--- src/rtl/bitclk_rx_pkg.sv ---
`timescale 1ns/1ps
package bitclk_rx_pkg;
    typedef enum logic [2:0] {
        ST_IDLE,
        ST_START,
        ST_DATA,
        ST_STOP,
        ST_WAIT
    } rx_state_e;
endpackage

--- src/rtl/bitclk_rx_fsm.sv ---
`timescale 1ns/1ps
module bitclk_rx_fsm
    import bitclk_rx_pkg::*;
#(
    parameter int BIT_CLKS = 2983
) (
    input  logic                          clk,
    input  logic                          rst_n,
    input  logic                          clr,
    input  logic                          rx,
    output rx_state_e                     state,
    output logic [$clog2(BIT_CLKS+1)-1:0] cnt,
    output logic [3:0]                    nbits,
    output logic                          take_bit,
    output logic                          stop_ok
);
    localparam int CW = $clog2(BIT_CLKS + 1);
    localparam int HALF = BIT_CLKS / 2;
    localparam logic [CW-1:0] LAST_CNT = CW'(BIT_CLKS - 1);
    localparam logic [CW-1:0] HALF_CNT = CW'(HALF - 1);

    rx_state_e       state_n;
    logic [CW-1:0]   cnt_n;
    logic [3:0]      nbits_n;
    logic            prev_rx;

    // state register
    always_ff @(posedge clk or negedge rst_n) begin
        if (!rst_n) begin
            state   <= ST_IDLE;
            cnt     <= '0;
            nbits   <= '0;
            prev_rx <= 1'b0;
        end else if (clr) begin
            state   <= ST_IDLE;
            cnt     <= '0;
            nbits   <= '0;
            prev_rx <= 1'b0;
        end else begin
            state   <= state_n;
            cnt     <= cnt_n;
            nbits   <= nbits_n;
            prev_rx <= rx;
        end
    end

    // next state and sample strobes
    always_comb begin
        state_n  = state;
        cnt_n    = cnt;
        nbits_n  = nbits;
        take_bit = 1'b0;
        stop_ok  = 1'b0;
        unique case (state)
            ST_IDLE: begin
                cnt_n   = '0;
                nbits_n = '0;
                if (prev_rx && !rx) state_n = ST_START;
            end
            ST_START: begin
                if (cnt == HALF_CNT) begin
                    cnt_n   = '0;
                    state_n = rx ? ST_IDLE : ST_DATA;
                end else begin
                    cnt_n = cnt + 1'b1;
                end
            end
            ST_DATA: begin
                if (cnt == LAST_CNT) begin
                    cnt_n    = '0;
                    take_bit = 1'b1;
                    nbits_n  = nbits + 4'd1;
                    if (nbits == 4'd7) state_n = ST_STOP;
                end else begin
                    cnt_n = cnt + 1'b1;
                end
            end
            ST_STOP: begin
                if (cnt == LAST_CNT) begin
                    cnt_n = '0;
                    if (rx) begin
                        stop_ok = 1'b1;
                        state_n = ST_IDLE;
                    end else begin
                        state_n = ST_WAIT;
                    end
                end else begin
                    cnt_n = cnt + 1'b1;
                end
            end
            ST_WAIT: begin
                cnt_n = '0;
                if (rx) state_n = ST_IDLE;
            end
            default: state_n = ST_IDLE;
        endcase
    end

    // a half-cell check always ends in DATA or IDLE
    p_start_exit_r2: assert property (@(posedge clk) disable iff (!rst_n || clr)
        (state == ST_START && cnt == HALF_CNT) |=> (state == ST_DATA || state == ST_IDLE));
    // a high line at the half-cell check is a false start
    p_false_start_r2: assert property (@(posedge clk) disable iff (!rst_n || clr)
        (state == ST_START && cnt == HALF_CNT && rx) |=> (state == ST_IDLE));
    // the bit count never exceeds one character
    p_nbits_range_r3: assert property (@(posedge clk) disable iff (!rst_n)
        nbits <= 4'd8);
    // the stop cell is entered only after eight data samples
    p_stop_after_eight_r4: assert property (@(posedge clk) disable iff (!rst_n || clr)
        (state == ST_STOP && $past(state) == ST_DATA) |-> nbits == 4'd8);
    // after a framing error a low line keeps the FSM waiting
    p_wait_hold_r6: assert property (@(posedge clk) disable iff (!rst_n || clr)
        (state == ST_WAIT && !rx) |=> (state == ST_WAIT));
endmodule

--- src/rtl/bitclk_rx_outs.sv ---
`timescale 1ns/1ps
module bitclk_rx_outs
    import bitclk_rx_pkg::*;
#(
    parameter int BIT_CLKS = 2983
) (
    input  logic                          clk,
    input  logic                          rst_n,
    input  logic                          clr,
    input  rx_state_e                     state,
    input  logic [$clog2(BIT_CLKS+1)-1:0] cnt,
    input  logic [3:0]                    nbits,
    input  logic                          take_bit,
    input  logic                          stop_ok,
    input  logic                          rx,
    output logic                          data_q,
    output logic                          dclk_q,
    output logic                          dr_busy
);
    localparam int CW = $clog2(BIT_CLKS + 1);
    localparam int HALF = BIT_CLKS / 2;
    localparam logic [CW-1:0] HALF_LIM = CW'(HALF);
    localparam logic [CW-1:0] FULL = CW'(BIT_CLKS);

    logic [CW-1:0] dr_left;
    logic          in_bit_window;

    assign in_bit_window = ((state == ST_DATA && nbits != 4'd0) || state == ST_STOP)
                           && (cnt < HALF_LIM);
    assign dr_busy = (dr_left != '0);

    always_ff @(posedge clk or negedge rst_n) begin
        if (!rst_n) begin
            data_q  <= 1'b1;
            dclk_q  <= 1'b0;
            dr_left <= '0;
        end else if (clr) begin
            data_q  <= 1'b1;
            dclk_q  <= 1'b0;
            dr_left <= '0;
        end else begin
            if (take_bit) data_q <= rx;
            dclk_q <= in_bit_window;
            if (stop_ok) dr_left <= FULL;
            else if (dr_left != '0) dr_left <= dr_left - 1'b1;
        end
    end

    // each clock rise follows a data sample by exactly one clock
    p_dclk_after_sample_r4: assert property (@(posedge clk) disable iff (!rst_n || clr)
        $rose(dclk_q) |-> $past(take_bit, 2));
    // the strobe begins only on a good stop sample
    p_dr_on_good_stop_r5: assert property (@(posedge clk) disable iff (!rst_n || clr)
        $rose(dr_busy) |-> $past(stop_ok));
    // strobe width counter stays within one cell
    p_dr_width_r5: assert property (@(posedge clk) disable iff (!rst_n)
        dr_left <= FULL);
endmodule

--- src/rtl/bitclk_rx_cdf.sv ---
`timescale 1ns/1ps
module bitclk_rx_cdf #(
    parameter int CD_CLKS = 28632
) (
    input  logic clk,
    input  logic rst_n,
    input  logic clr,
    input  logic carrier,
    output logic cd_active
);
    localparam int KW = $clog2(CD_CLKS + 1);
    localparam logic [KW-1:0] K_LAST = KW'(CD_CLKS - 1);

    logic [KW-1:0] run;

    always_ff @(posedge clk or negedge rst_n) begin
        if (!rst_n) begin
            cd_active <= 1'b0;
            run       <= '0;
        end else if (clr) begin
            cd_active <= 1'b0;
            run       <= '0;
        end else if (carrier != cd_active) begin
            if (run == K_LAST) begin
                cd_active <= carrier;
                run       <= '0;
            end else begin
                run <= run + 1'b1;
            end
        end else begin
            run <= '0;
        end
    end

    // the filtered flag only ever moves toward the raw flag
    p_cd_follows_r8: assert property (@(posedge clk) disable iff (!rst_n || clr)
        !$stable(cd_active) |-> ($past(carrier) == cd_active));
    // the run counter never passes the hysteresis window
    p_cd_run_r8: assert property (@(posedge clk) disable iff (!rst_n)
        run <= K_LAST);
endmodule

--- src/rtl/bitclk_rx.sv ---
`timescale 1ns/1ps
module bitclk_rx
    import bitclk_rx_pkg::*;
#(
    parameter int CLK_HZ   = 3579545,
    parameter int BAUD     = 1200,
    parameter int CD_MS    = 8,
    parameter int BIT_CLKS = (CLK_HZ + BAUD / 2) / BAUD,
    parameter int CD_CLKS  = (CLK_HZ / 1000) * CD_MS
) (
    input  logic clk,
    input  logic rst_n,
    input  logic pwdn,
    input  logic rx_in,
    input  logic carrier_in,
    output logic data_out,
    output logic dclk_out,
    output logic dr_n,
    output logic cd_n
);
    localparam int CW = $clog2(BIT_CLKS + 1);

    rx_state_e     state;
    logic [CW-1:0] cnt;
    logic [3:0]    nbits;
    logic          take_bit;
    logic          stop_ok;
    logic          data_q;
    logic          dclk_q;
    logic          dr_busy;
    logic          cd_active;

    bitclk_rx_fsm #(.BIT_CLKS(BIT_CLKS)) u_fsm (
        .clk      (clk),
        .rst_n    (rst_n),
        .clr      (pwdn),
        .rx       (rx_in),
        .state    (state),
        .cnt      (cnt),
        .nbits    (nbits),
        .take_bit (take_bit),
        .stop_ok  (stop_ok)
    );

    bitclk_rx_outs #(.BIT_CLKS(BIT_CLKS)) u_outs (
        .clk      (clk),
        .rst_n    (rst_n),
        .clr      (pwdn),
        .state    (state),
        .cnt      (cnt),
        .nbits    (nbits),
        .take_bit (take_bit),
        .stop_ok  (stop_ok),
        .rx       (rx_in),
        .data_q   (data_q),
        .dclk_q   (dclk_q),
        .dr_busy  (dr_busy)
    );

    bitclk_rx_cdf #(.CD_CLKS(CD_CLKS)) u_cdf (
        .clk       (clk),
        .rst_n     (rst_n),
        .clr       (pwdn),
        .carrier   (carrier_in),
        .cd_active (cd_active)
    );

    // power-down forces the inactive high level on every output
    always_comb begin
        data_out = pwdn | data_q;
        dclk_out = pwdn | dclk_q;
        dr_n     = pwdn | !dr_busy;
        cd_n     = pwdn | !cd_active;
    end

    // a cycle spent in power-down leaves the receiver idle
    p_pwdn_idle_r7: assert property (@(posedge clk) disable iff (!rst_n)
        $past(pwdn) |-> (state == ST_IDLE && !dr_busy && !cd_active));
endmodule

--- config.mk ---
export PLATFORM = sky130hd
export DESIGN_NAME = bitclk_rx
export DESIGN_NICKNAME = d
export VERILOG_FILES = /design/src/rtl/bitclk_rx_pkg.sv /design/src/rtl/bitclk_rx_fsm.sv /design/src/rtl/bitclk_rx_outs.sv /design/src/rtl/bitclk_rx_cdf.sv /design/src/rtl/bitclk_rx.sv
export SDC_FILE = /design/constraint.sdc
export NUM_CORES = 1
export LEC_CHECK = 0
export BUFFER_PORTS_ARGS = -buffer_cell sky130_fd_sc_hd__buf_2
export CAP_MARGIN = 20
export CORE_MARGIN = 2
export CORE_UTILIZATION = 25
export DETAILED_ROUTE_END_ITERATION = 8
export PLACE_DENSITY = 0.47
export SETUP_SLACK_MARGIN = 0.15
export SYNTH_ARGS = -nofsm -noshare
export SYNTH_HDL_FRONTEND = slang
export SYNTH_SLANG_ARGS = --single-unit
--- constraint.sdc ---
create_clock -name clk -period 2.6 [get_ports clk]
set_input_delay 0.26 -clock clk [delete_from_list [all_inputs] [get_ports clk]]
set_output_delay 0.26 -clock clk [all_outputs]
set_load 0.1 [all_outputs]
==> flow_metrics.tcl, run 1 <==
set metrics [dict create \
    gp_congestion 0.792 \
    yosys_warnings 0 \
    diodes 0 \
    synth-async-reset-ratio_pct 100 \
    start_util_pct 25.8 \
    holdBufCountCts 0 \
    cp.required_ns 2.34 \
    cp_max_fo 5 \
    postSynthAreaPerCell_um2 9.68 \
    drive_above_1_share_pct 13.0 \
    rsz0062_at_grt "false" \
    timing.final.crit_period_ns 2.34 \
    totalWireLength_mm 5.39 \
    start_kind "register" \
    fin_tns_setup_ns 0 \
    fin_skew_ns 0.00705 \
    ys_ff_latch 50 \
    route.detailed.drc 0 \
    cts_tree "built" \
    vias 2030 \
    htreeDepth 2 \
    criticalPathCategory "register to output pin" \
    pin_count 9 \
    path_clk_slew_ns 0.10 \
    status "complete, no violations" \
    ys_seq_area_share_pct 44.6 \
    vdd_drop_max_mv 0.344 \
    grtUsageTotal_pct 9.98 \
    drtIter0Drc 136 \
    slew_headroom_pct 58.7 \
    area_delta_synth_final_pct 11.1 \
    portBuffers 8 \
    hold_class "primary input to async pin" \
    arrival_ns 2.08 \
    layout_commonest_cell "dfrtp_1" \
    endpoint_kind "output pin" \
    syn_area_mm2 0.00281 \
    synth_ff_type "dfrtp_1" \
    insertion_delay_ns 0.31 \
    core_region_area_mm2 0.0109 \
    cts_buffer_depth 2 \
    final_max_slew_viol_count 0 \
    totalPowerFinal_mw 2.04 \
    die_h_um 110 \
    dp_hpwl_mm 3.69 \
    fp-row-count 38 \
    whs_ns 0.0426 \
    grt_antenna_before_repair 0 \
    postSynthNetCount 302 \
    root_buffer "clkbuf_8" \
    overflow 0 \
    power_density_mw_per_mm2 653 \
    via_per_inst 4.62 \
    hold_viol_final 0 \
    cts_sinks 50 \
    first_pass_iters 4 \
    wl_per_cell_um 12.3 \
    grt_pass1_vias 2004 \
    layout.nets 310 \
    max_cap_viol_count 0 \
    min_period_over_period_pct 90.0 \
    grt_pass1_wl_mm 9.53 \
    reg2reg_depth 7 \
    fmaxAchievable_mhz 427 \
    die-area_mm2 0.0121 \
    synth_edf_count 0 \
    cts-buffers-inserted 5 \
    final_cell_mix "dfrtp_1, nor2_1, nand2_1" \
    ant_nets 0 \
    ctsResizeCount 0 \
    power_leakage_nw 1.27 \
    grt_max_degree 51 \
    fill_cells 1140 \
    syn_inst 290 \
    fp.dieW_um 110 \
    setup_viol 0 \
    cts_setup_buffers 1 \
    tightest_slew_ns 0.620 \
    synth_cell_types 59 \
]
-- flip-flops by register name, indices dropped and copies added (netlist names) --
register / cells
u_outs.data_q: 1
u_outs.dr_left: 12
u_outs.dclk_q: 1
u_fsm.cnt: 12
u_cdf.run: 15
u_cdf.cd_active: 1
u_fsm.nbits: 4
u_fsm.state: 3
u_fsm.prev_rx: 1
-- logic make-up (layout without fill, tap and decap cells) --
logic type,Yosys count,after routing,synth area share [%]
buffers and inverters,23,32,4.01
flip-flops,50,50,44.6
XOR/XNOR,29,29,9.05
AND/OR/NAND/NOR,135,135,26.6
AO/OA/AOI/OAI,40,40,10.4
adder cells (fa/ha/maj),7,7,3.12
multiplexers,6,6,2.18
-- layer usage --
layer / routed length [um] / part of all wire (%) / vias to the layer above / global-route usage, %
met3: 133 / 2.5 / 5 / 2.13
met1: 2790 / 52 / 974 / 13.6
met2: 2410 / 45 / 21 / 15.9
li1: - / - / 1030 / -
met4: 56 / 1.0 / 0 / 2.98
met5: 0 / 0 / - / 0
-- stage by stage --
step           instances  utilization, %  area (um^2)  setup slack [ns]
2_1_floorplan        290               -         2810             0.273
3_3_place_gp         430            27.5         3000             0.500
3_5_place_dp         430            27.5         3000             0.486
4_1_cts              439            28.6         3120             0.239
5_1_grt              439            28.6         3120             0.153
6_report             439            28.6         3120             0.260
-- critical path, stage by stage, from the launching register on --
cell and delay (ns):
dfrtp_1 0.43, or4_4 0.58, nor4_4 0.29, nor2_1 0.08, inv_1 0.18, buf_12 0.20
-- final timing paths --
path	start	end	slack, ns
worst max-delay path	u_outs.dr_left[5]	dr_n	0.26
min in group clk	pwdn	u_fsm.state[0]	0.23
worst min register to register	u_cdf.run[0]	u_cdf.run[0]	0.47
worst min-delay path	rst_n	u_cdf.run[13]	0.04
worst max register to register	u_fsm.cnt[0]	u_fsm.cnt[7]	0.50
max in group asynchronous	rst_n	u_fsm.cnt[9]	2.13
-- where the power goes --
| part | internal, mW | switching [mW] |
|---|---|---|
| sequential | 0.834 | 0.0576 |
| clock | 0.294 | 0.288 |
| combinational | 0.262 | 0.299 |
| total | 1.39 | 0.645 |
-- Yosys cell counts (all sizes together), types with 4 or more instances --
cell / instances / area share, %
nor2b: 5 / 1.1
inv: 11 / 1.5
mux2i: 5 / 1.8
xor2: 13 / 4.1
nand4: 8 / 2.0
and3: 5 / 1.3
nand2: 19 / 2.5
dfrtp: 49 / 44
o21ai: 7 / 1.2
or3: 5 / 1.2
buf: 5 / 1.5
nand2b: 7 / 1.6
nor2: 42 / 5.6
xnor2: 16 / 5.0
a21oi: 6 / 1.2
or2: 4 / 0.98
o22ai: 4 / 0.89
nor4: 7 / 2.3
nor3: 9 / 1.6
clkbuf: 7 / 1.1
ha: 7 / 3.1
nand3: 10 / 1.8
-- cell type report --
| type | count | area [um^2] | share of cell area (%) |
|---|---|---|---|
| clock buffer | 5 | 68.8 | 2.21 |
| clock inverter | 3 | 47.5 | 1.52 |
| inverter | 11 | 41.3 | 1.32 |
| multi-input combinational | 217 | 1440 | 46.2 |
| sequential | 50 | 1250 | 40.2 |
| tap | 140 | 175 | 5.62 |
| timing repair buffer | 13 | 92.6 | 2.97 |
Note: power is estimated with default switching activity, not from simulation.
==> inputs of run 2 (changes only) <==
--- a/config.mk
+++ b/config.mk
@@ -12,6 +12,7 @@
 export DETAILED_ROUTE_END_ITERATION = 8
 export PLACE_DENSITY = 0.47
 export SETUP_SLACK_MARGIN = 0.15
+export SLEW_MARGIN = 20
 export SYNTH_ARGS = -nofsm -noshare
 export SYNTH_HDL_FRONTEND = slang
 export SYNTH_SLANG_ARGS = --single-unit
==> constraint.sdc (replaced) <==
create_clock -name clk -period 2.95 [get_ports clk]
set_input_delay 0.295 -clock clk [delete_from_list [all_inputs] [get_ports clk]]
set_output_delay 0.295 -clock clk [all_outputs]
set_load 0.1 [all_outputs]
==> run 2 against run 1 <==
  * Utilization decreased by 0.092 points
  * Die area stayed put
  * Total power down 12%
  * Critical path depth unchanged
  * Sequential power decreased by 12%
  * Cell area down 0.32%
  * Setup slack gained 0.079 ns
  * Routed wire length up 2.2%
  * Via count down 0.30%
  * Register-to-register slack improved by 0.29 ns
  * Sequential share of layout area is 0.13 points higher
  * Clock skew hardly changed
  * Largest cell class unchanged
==> flow_metrics.tcl, run 2 (synthesis results as in run 1) <==
set metrics [dict create \
    arrival_ns 2.32 \
    grtUsageTotal_pct 10.2 \
    endpoint_kind "output pin" \
    cts-buffers-inserted 5 \
    timing.final.crit_period_ns 2.61 \
    p_int_mw 1.21 \
    start_kind "register" \
    whs_ns 0.259 \
    grt_max_degree 34 \
    layout.nets 310 \
    multiInputGateArea_mm2 0.00144 \
    wl_per_cell_um 12.5 \
    root_buffer "clkbuf_8" \
    min_period_over_period_pct 88.5 \
    die-area_mm2 0.0121 \
    largest_reg_flops 15 \
    setup_viol 0 \
    vdd_drop_max_mv 0.257 \
    rsz0062_at_grt "false" \
    drive_above_1_share_pct 12.7 \
    power_leakage_nw 1.27 \
    drtIter0Drc 109 \
    layout_commonest_cell "dfrtp_1" \
    fin_tns_setup_ns 0 \
    area_delta_synth_final_pct 10.8 \
    top_regs "u_cdf.run (15), u_fsm.cnt (12), u_outs.dr_left (12)" \
    fp.dieW_um 110 \
    fin_skew_ns 0.00718 \
    diodes 0 \
    fill_cells 1136 \
    vias 2024 \
    overflow 0 \
    final_max_slew_viol_count 0 \
    slew_headroom_pct 66.0 \
    power_density_mw_per_mm2 574 \
    cts_buffer_depth 2 \
    hold_viol_final 0 \
    pin_count 9 \
    status "complete, no violations" \
    fp-row-count 38 \
    totalWireLength_mm 5.51 \
    cp.required_ns 2.65 \
    first_pass_iters 4 \
    gp_congestion 0.772 \
    start_util_pct 25.8 \
    p_switching_uw 575 \
    cts_tree "built" \
    regMostFlops "u_cdf.run" \
    dp.cells 430 \
    register_area_mm2 0.00125 \
    ant_nets 0 \
    fmaxAchievable_mhz 383 \
    grt_pass1_vias 2033 \
    portBuffers 8 \
    dp_hpwl_mm 3.78 \
    final_cell_mix "dfrtp_1, nor2_1, nand2_1" \
    clockPowerShare_pct 29.2 \
    pwr-share-seq_pct 43.9 \
    switching_share_pct 32.2 \
    via_per_inst 4.61 \
    htreeDepth 2 \
    fin_cells 439 \
    hold_class "primary input to register" \
    criticalPathCategory "register to output pin" \
    tightest_slew_ns 0.510 \
    route.detailed.drc 0 \
    cp_max_fo 5 \
    cts_sinks 50 \
    insertion_delay_ns 0.32 \
    max_cap_viol_count 0 \
    grt_pass1_wl_mm 9.77 \
    grt_antenna_before_repair 0 \
    core_region_area_mm2 0.0109 \
    cts_setup_buffers 0 \
    power_frac_comb_pct 27.0 \
    path_clk_slew_ns 0.10 \
    die_h_um 110 \
]
==> run 2: cell types whose count changed in the layout (fill, tap and decap cells not counted) <==
cell	before	now
dlygate4sd3_1	0	1
buf_12	1	0
buf_4	5	4
clkbuf_4	0	1
==> run 2: cell type report <==
cell class                      instances  share of cell area (%)
Clock buffer                            5                    2.21
Clock inverter                          3                    1.53
Inverter                               11                    1.33
Multi-Input combinational cell        217                    46.4
Sequential cell                        50                    40.3
Tap cell                              140                    5.63
Timing Repair Buffer                   13                    2.66
==> run 2: repair_timing <==
item,4_1_cts,5_1_grt
resized for setup,0,1
hold buffers,1,0
hold endpoints to repair,17,0
setup endpoints to repair,0,1
==> run 2: per-layer routing <==
metal,vias to the layer above,GRT usage [%],part of all wire (%)
met2,15,16.4,45
li1,1029,-,-
met3,5,2.13,2.5
met4,0,3.80,1.3
met1,975,13.5,51
met5,-,0,0
==> run 2: critical path, stage by stage, from the launching register on <==
cell	delay [ns]
dfrtp_1	0.42
or4_4	0.57
nor4_4	0.40
nor2_1	0.10
inv_1	0.15
clkbuf_4	0.35
==> run 2: worst paths after layout <==
kind                                         from              end  slack [ns]  cells past startpoint
worst max-delay path            u_outs.dr_left[8]             dr_n        0.34                      5
worst min-delay path                   carrier_in  u_cdf.cd_active        0.26                      3
worst max register to register       u_fsm.cnt[0]     u_fsm.cnt[8]        0.79                      7
worst min register to register       u_cdf.run[0]     u_cdf.run[0]        0.48                      1
max in group asynchronous                   rst_n    u_outs.data_q        1.69                      3
min in group asynchronous                   rst_n    u_cdf.run[14]        0.44                      2
==> run 2: power by group through the flow <==
| stage | combinational (mW) | sequential [mW] | clock, mW |
|---|---|---|---|
| 3_3_place_gp | 0.488 | 0.795 | 0 |
| 2_1_floorplan | 0.401 | 0.786 | 0 |
| 4_1_cts | 0.488 | 0.783 | 0.543 |
| 5_1_grt | 0.545 | 0.793 | 0.568 |
| 6_report | 0.481 | 0.783 | 0.520 |
| 3_5_place_dp | 0.480 | 0.797 | 0 |
==> run 2: per-stage QoR <==
| step | setup slack [ns] | cell area (um^2) | power, mW | util [%] |
|---|---|---|---|---|
| 3_3_place_gp | 0.610 | 2980 | 1.28 | 27.4 |
| 3_5_place_dp | 0.598 | 2980 | 1.28 | 27.4 |
| 2_1_floorplan | 0.616 | 2810 | 1.19 | - |
| 5_1_grt | 0.239 | 3110 | 1.90 | 28.6 |
| 4_1_cts | 0.211 | 3110 | 1.81 | 28.5 |
| 6_report | 0.340 | 3110 | 1.78 | 28.6 |
